--- src/rtl/binomial_smoother.sv ---
module binomial_smoother #(
  parameter int STAGES = 4
) (
  input  logic              clk,
  input  logic              rst,
  input  logic              in_valid,
  input  logic              in_bit,
  output logic              out_valid,
  output logic [STAGES:0]   out_sample,
  output logic              dec_valid,
  output logic [2:0]        dec_sample
);

  localparam int W  = STAGES + 1;
  localparam int CW = $clog2(STAGES + 1);
  localparam logic [W-1:0]  FULL   = {1'b1, {STAGES{1'b0}}};
  localparam logic [CW-1:0] FILLED = CW'(STAGES);
  localparam logic [CW-1:0] DEC_MIN = CW'(2);

  logic [W-1:0]  tap [0:STAGES];
  logic [CW-1:0] fill;
  logic          phase;

  assign tap[0] = {{STAGES{1'b0}}, in_bit};

  generate
    for (genvar k = 0; k < STAGES; k++) begin : g_stage
      logic [W-1:0] held;
      always_ff @(posedge clk) begin
        if (rst)           held <= '0;
        else if (in_valid) held <= tap[k];
      end
      assign tap[k+1] = tap[k] + held;
    end
  endgenerate

  always_ff @(posedge clk) begin
    if (rst) begin
      fill       <= '0;
      phase      <= 1'b0;
      out_valid  <= 1'b0;
      out_sample <= '0;
      dec_valid  <= 1'b0;
      dec_sample <= '0;
    end else begin
      out_valid <= in_valid && (fill == FILLED);
      dec_valid <= in_valid && phase && (fill >= DEC_MIN);
      if (in_valid) begin
        out_sample <= tap[STAGES];
        phase      <= ~phase;
        if (fill != FILLED) fill <= fill + 1'b1;
        if (phase && (fill >= DEC_MIN)) dec_sample <= tap[2][2:0];
      end
    end
  end

  assert_valid_needs_input_R2: assert property (@(posedge clk) disable iff (rst)
    out_valid |-> $past(in_valid));

  assert_no_overflow_R4: assert property (@(posedge clk) disable iff (rst)
    out_sample <= FULL);

  assert_idle_holds_R5: assert property (@(posedge clk) disable iff (rst)
    !in_valid |=> ($stable(out_sample) && $stable(dec_sample) && !out_valid && !dec_valid));

  assert_dec_range_R6: assert property (@(posedge clk) disable iff (rst)
    dec_valid |-> (dec_sample <= 3'd4));

  assert_dec_alternates_R7: assert property (@(posedge clk) disable iff (rst)
    dec_valid |=> !dec_valid);

endmodule

--- config.mk ---
export PLATFORM = sky130hd
export DESIGN_NAME = binomial_smoother
export DESIGN_NICKNAME = d
export VERILOG_FILES = /design/src/rtl/binomial_smoother.sv
export SDC_FILE = /design/constraint.sdc
export NUM_CORES = 1
export LEC_CHECK = 0
export CORE_MARGIN = 2
export CORE_UTILIZATION = 60
export CTS_BUF_LIST = sky130_fd_sc_hd__clkbuf_16
export CTS_CLUSTER_SIZE = 16
export DETAILED_ROUTE_END_ITERATION = 6
export DONT_BUFFER_PORTS = 1
export PLACE_DENSITY = 0.76
export SLEW_MARGIN = 20
export SYNTH_ARGS = -nofsm -noshare
export SYNTH_HDL_FRONTEND = slang
export SYNTH_SLANG_ARGS = --single-unit
--- constraint.sdc ---
create_clock -name clk -period 4 [get_ports clk]
set_input_delay 0 -clock clk [delete_from_list [all_inputs] [get_ports clk]]
set_output_delay 0 -clock clk [all_outputs]
set_load 0.01 [all_outputs]
# Yosys cells after proc, flatten, opt, wreduce, memory -nomap -nowiden
# Cells that the tools add are included.
# Widths: inputs -> output; s select.
dict set report classes {
  n_bitwise 1
  eq_ne 2
  magnitude_cmp 1
  addsub 5
  n_reduce_logical 6
}
# cell n
set ops {}
lappend ops {{$add 5x5->5} 2}
lappend ops {{$add 2x5->5} 1}
lappend ops {{$logic_and 1x1->1} 4}
lappend ops {{$reduce_and 2->1} 2}
lappend ops {{$add 3x1->3 const B} 1}
lappend ops {{$eq 3x3->1 const B} 1}
lappend ops {{$ge 3x2->1 const B} 1}
lappend ops {{$ne 3x3->1 const B} 1}
lappend ops {{$add 1x1->2} 1}
lappend ops {{$not 1->1} 1}
dict set report totals {
  input_bits 4
  regBits 30
  wordCells 25
}

# Logic depth before layout (Yosys ltp)
# Gate-level depths: netlist of the first run.
dict set report depth {
  word_depth 4
  mapped_depth 10
  depth_no_buf 10
}

# Worst setup path after synthesis of the first run
# Ideal clock, no wire load.
dict set report synth_path {
  path_type {reg-to-reg}
  from {register g_stage[0].held[0]}
  to {register out_sample[3]}
  setup_time_ns 0.082
  slack_ns 1.082
  t_arrival_ns 2.835
  stages_incl_launch_ff 11
  t_required_ns 3.918
  cell_sequence {dfxtp_1 -> ha_1 -> ha_1 -> fa_1 -> inv_1 -> fa_1 -> inv_1 -> ha_1 -> a21o_1 -> a2111o_1 -> o221ai_1}
}
# item line_no
set synth_rtl {}
lappend synth_rtl {{start, declared} 28} ;# logic [W-1:0] held;
lappend synth_rtl {{start signal, assigned} 31} ;# else if (in_valid) held <= tap[k];
lappend synth_rtl {{end signal, assigned} 49} ;# out_sample <= tap[STAGES];
lappend synth_rtl {{end, declared} 9} ;# output logic [STAGES:0] out_sample,

==> results of run 1 <==
==> state kept, by name (all words and copies together) (netlist names) <==
| signal | cells |
|---|---|
| fill | 3 |
| dec_valid | 1 |
| g_stage.held | 10 |
| phase | 1 |
| dec_sample | 3 |
| out_valid | 1 |
| out_sample | 5 |
==> per-layer routing <==
layer / routed length (µm) / vias up
met2: 1030 / 12
li1: - / 400
met1: 870 / 370
met5: 0 / -
met3: 80 / 2
met4: 11 / 0
==> worst min-delay path by stage <==
stage	endpoint
3_3_place_gp	out_sample[4]
5_1_grt	fill[2]
2_1_floorplan	out_valid
6_report	fill[2]
3_5_place_dp	g_stage[3].held[0]
4_1_cts	fill[2]
==> critical path: stages (launching register included) <==
cell and delay [ns]:
dfxtp_1 0.31, ha_1 0.28, ha_1 0.19, fa_1 0.56, inv_1 0.08, fa_1 0.52
fa_1 0.49, nor2b_1 0.13, o21ai_0 0.08, a311oi_1 0.24, dlygate4sd3_1 0.57
==> cells by family after synthesis <==
family,share of synthesized area [%]
flops,40.7
mux,11.9
compound gates,10.7
xor+xnor,2.97
fa+ha+maj,17.8
buf+inv,5.20
simple gates,10.7
==> power breakdown <==
part / switching, mW / internal [mW] / total, mW
clock: 0.0805 / 0.199 / 0.279
combinational: 0.0447 / 0.0389 / 0.0836
sequential: 0.0143 / 0.255 / 0.269
total: 0.139 / 0.492 / 0.632
==> metrics by stage <==
step                      worst slack, ns  utilization (%)  cell area, µm²  power [mW]  hold slack (ns)
final                               0.476             70.2            1340       0.632           0.0135
after global routing                0.283             70.2            1340       0.661           0.0196
after CTS                           0.478             70.2            1340       0.638           0.0161
after detailed placement            0.946             62.6            1190       0.347           0.0783
after global placement               1.02             62.6            1190       0.342           0.0751
after floorplan                      1.08                -            1180       0.339            0.138
==> layout make-up <==
cell class | instances | area [µm²]
clock buffer | 3 | 75.1
multi-input combinational | 77 | 638
timing repair buffer | 4 | 40.0
sequential | 24 | 480
tap | 27 | 33.8
clock inverter | 1 | 30.0
inverter | 10 | 37.5
fill | 137 | 567
==> synth_stat cells <==
master    instances
a2111o_1          1
a211oi_1          2
a21boi_2          1
a21o_1            3
a21oi_1           2
a311oi_1          1
and4b_1           1
buf_2             1
buf_4             1
clkbuf_1          3
dfxtp_1          24
fa_1              3
ha_1             12
inv_1             9
inv_2             1
mux2i_1          14
nand2_1           3
nor2_1           22
nor2b_1           1
nor3_1            2
o21a_1            1
o21ai_0           1
o221ai_1          1
o311ai_4          1
or3_1             1
xnor2_1           4
==> flow_summary.yaml, run 1 <==
run_status:
  status: "complete, no violations"
cts:
  clockRootBuffer: "clkbuf_16"
  cts_buffers: 3
  clock_latency_ns: 0.25
  cts.sinks: 24
  path_clk_slew_ns: 0.06
  cts_tree: "built"
  hold_buffers: 4
  cts-resized-gates: 0
  htree_levels: 1
  cts_buffer_depth: 2
  postCtsSetupRepairBufs: 0
global_route:
  grt_use_met2_pct: 34.7
  use_met3_pct: 4.32
  grt_start_max_net_pins: 27
  antenna_found_initial: 0
  grt_busiest_layer: "met2"
  grt_pass1_wl_mm: 3.59
  groute.usage.overall_pct: 19.7
  first_global_vias: 855
  gr-usage-met1_pct: 21.8
  overflow: 0
setup_path:
  timing.rr.end: "out_sample[4]"
  timing.rr.start: "g_stage[0].held[0]"
  cp-start-kind: "flop"
  cp-end-kind: "flop"
  cp_data_arrival_time_ns: 3.72
  crit_start: "g_stage[0].held[0]"
  reg2regPathDepth: 10
  crit_required_ns: 4.20
  worstSetupPathType: "flop to flop"
  critPathMaxFanout: 4
  cp-endpoint: "out_sample[4]"
  rrSetupSlack_ns: 0.48
finish:
  drive_above_1_share_pct: 5.88
  syn2layout_area_growth_pct: 13.1
  final_cells: 146
  final_cell_mix: "dfxtp_1 (24), nor2_1 (22), mux2i_1 (14)"
  final_common_cell: "dfxtp_1"
  final_nets: 139
  diodes: 0
drt:
  viasPerCell: 5.37
  ant_nets: 0
  dr.pass1.iters: 4
  dr_total_vias: 784
  drt_iter0_markers: 6
  wl_per_cell_um: 13.7
  drt_wl_total_mm: 2.00
  drc: 0
timing:
  worst_pin_slew_ns: 1.00
  fin_crit_ns: 3.52
  rsz0062_at_grt: "no"
  fin_tns_setup_ns: 0
  finClkSkew_ns: 0.00205
  slew_violations: 0
  relSlewSlack_pct: 32.9
  post-route-period-util_pct: 88.1
  finalHoldViolCount: 0
  fmax_ghz: 0.284
  setup_violations: 0
placed_design:
  dpl.hpwl_mm: 1.40
  gp_congestion: 0.737
  dp.cells: 138
  io_buffers: 0
die:
  die_w_um: 48.3
  die_h_um: 48.3
  io_pins: 14
  core_area_um2: 1900
  die_area_um2: 2340
  rows: 16
  start_util_pct: 62.0
logic_synthesis:
  synth_area_per_cell_um2: 10.2
  yosysUniqueCellTypes: 26
  syn_inst: 116
  yosys-top-cells-area: "dfxtp_1 (41%), ha_1 (13%), mux2i_1 (12%), nor2_1 (7.0%), fa_1 (5.1%)"
  synth_warnings: 0
  synth_area_um2: 1180
  synth-seq-cells: 24
  synthDominantCellAreaShare_pct: 40.7
  seq_area_frac_synth_pct: 40.7
  post-synth-top-area-cell: "dfxtp_1"
  syn_nets: 135
pwr:
  leakagePower_nw: 0.621
  cellPowerDensity_nw_per_um2: 473
  peakVddDrop_mv: 0.267
flow_run:
  maxCapViolations: 0
min_path:
  worstHoldPathCells: 2
  hp-start: "in_valid"
  hp-class: "input pin to flop"
(Power assumes the default switching activity.)
==> inputs of run 2 (changes only) <==
Settings changed: CORE_UTILIZATION 60 to 65, PLACE_DENSITY 0.76 to 0.81.
Clock period 4 ns to 4.5 ns, I/O delays scaled along.
==> run 2 against run 1 <==
  * Clock skew is essentially flat
  * Cell count decreased by 2.1%
  * Wire length up 0.30%
  * Worst setup slack improved by 0.93 ns
  * Sequential cell count stayed put
  * Sequential share of layout area up 0.34 points
  * Register-to-register slack better by 0.93 ns
  * Non-clock buffer count fell by 1
  * Core utilization increased by 7.2 points
  * First-iteration DRC count rose by 17%
  * Maximum frequency is 14% higher
  * Cell area fell by 0.94%
  * Critical endpoint is now out_sample[3]
  * Highest routed layer unchanged
==> flow_summary.yaml, run 2 (same netlist as run 1, synthesis figures left out) <==
timing:
  holdWs_ns: 0.0105
  slew_violations: 0
  worst_pin_slew_ns: 1.08
  relSlewSlack_pct: 27.8
  fmax_ghz: 0.323
  setup_violations: 0
  fin_tns_setup_ns: 0
  finalHoldViolCount: 0
  fin_crit_ns: 3.09
  rsz0062_at_grt: "no"
  finClkSkew_ns: 0.00215
  post-route-period-util_pct: 68.7
die:
  core_area_um2: 1710
  rows: 15
  die_w_um: 46.6
  die_h_um: 46.6
  io_pins: 14
  start_util_pct: 69.1
  die_area_um2: 2170
pwr:
  cellPowerDensity_nw_per_um2: 428
  power_uw: 566
  leakagePower_nw: 0.615
  power_frac_comb_pct: 13.3
  pwr-share-seq_pct: 42.3
  switchingPower_uw: 128
  clkPwrFrac_pct: 44.5
  peakVddDrop_mv: 0.273
  intPower_uw: 437
  switching_share_pct: 22.7
flow_run:
  maxCapViolations: 0
cts:
  clockRootBuffer: "clkbuf_16"
  path_clk_slew_ns: 0.06
  cts_buffers: 3
  cts.sinks: 24
  cts_buffer_depth: 2
  cts_tree: "built"
  clock_latency_ns: 0.26
  htree_levels: 1
finish:
  drive_above_1_share_pct: 5.93
  fillers: 117
  final_cell_mix: "dfxtp_1 (24), nor2_1 (22), mux2i_1 (14)"
  final_common_cell: "dfxtp_1"
  syn2layout_area_growth_pct: 12.1
  final_cells: 143
  final_nets: 138
  post-route-util_pct: 77.4
  regMostFlops: "g_stage.held"
  largest_reg_flops: 10
  diodes: 0
  largestRegisters: "g_stage.held: 10 flops, out_sample: 5 flops"
setup_path:
  rrSetupSlack_ns: 1.41
  crit_start: "g_stage[0].held[0]"
  max_stage_delay_ns: 0.58
  reg2regPathDepth: 10
  cp_data_arrival_time_ns: 3.27
  cp.depth: 10
  path_cells: "ha_1, ha_1, fa_1, inv_1, fa_1, inv_1, ha_1, a21o_1, a2111o_1, o221ai_1"
  timing.rr.start: "g_stage[0].held[0]"
  critPathMaxFanout: 4
  crit_required_ns: 4.68
  path_delay_family: "adder cells"
  path_buf_inv: 2
  cp-start-kind: "flop"
  cp_common_cell: "ha_1"
  worstSetupPathType: "flop to flop"
  cp-endpoint: "out_sample[3]"
  timing.rr.end: "out_sample[3]"
  cp-end-kind: "flop"
  crit_slowest_cell: "fa_1"
global_route:
  groute.usage.overall_pct: 22.7
  grt_start_max_net_pins: 27
  first_global_vias: 752
  grt_pass1_wl_mm: 3.37
  gr-usage-met1_pct: 27.6
  antenna_found_initial: 0
  use_met3_pct: 4.31
  grt_busiest_layer: "met2"
  overflow: 0
  grt_use_met2_pct: 38.3
placed_design:
  io_buffers: 0
  gp_congestion: 0.710
  dp.cells: 136
drt:
  ant_nets: 0
  drt_wl_total_mm: 2.00
  dr.pass1.iters: 4
  drt_iter0_markers: 7
  drc: 0
  wl_per_cell_um: 14.0
  viasPerCell: 5.54
  dr_total_vias: 792
min_path:
  hp-class: "input pin to flop"
run_status:
  status: "complete, no violations"
## run 2: worst min-delay path by stage
stage | from | slack (ns) | to | cells after the start
3_5_place_dp | rst | 0.08 | dec_valid | 1
3_3_place_gp | rst | 0.07 | g_stage[1].held[1] | 1
4_1_cts | in_valid | 0.01 | fill[2] | 2
2_1_floorplan | in_valid | 0.14 | out_valid | 2
6_report | in_valid | 0.01 | fill[2] | 2
5_1_grt | in_valid | 0.01 | fill[2] | 2
## run 2: power groups by stage
stage               clock network (mW)  registers, mW  logic, mW
global placement                     0          0.243     0.0609
global route                     0.262          0.241     0.0850
floorplan                            0          0.241     0.0597
CTS                              0.254          0.239     0.0753
finish                           0.251          0.239     0.0750
detailed placement                   0          0.244     0.0637
## run 2: cell type report
cell class / instances / area, µm² / share of cell area [%]
tap: 25 / 31.3 / 2.37
clock inverter: 1 / 30.0 / 2.27
inverter: 10 / 37.5 / 2.84
sequential: 24 / 480 / 36.3
timing repair buffer: 3 / 30.0 / 2.27
multi-input combinational: 77 / 638 / 48.2
clock buffer: 3 / 75.1 / 5.68
## run 2: what timing repair did
action,in CTS,in global routing
buffers inserted,0,0
hold buffers,3,0
endpoints found under the hold margin,24,0
gates resized for setup,0,0
## run 2: per-layer routing
metal	wire length, µm	up-vias
li1	-	398
met3	70	5
met5	0	-
met1	897	375
met2	999	14
met4	34	0
## run 2: per-stage QoR
step / setup WS [ns] / area (µm²)
after global routing: 1.28 / 1320
final: 1.41 / 1320
after detailed placement: 1.43 / 1190
after global placement: 1.53 / 1190
after CTS: 1.40 / 1320
after floorplan: 1.58 / 1180
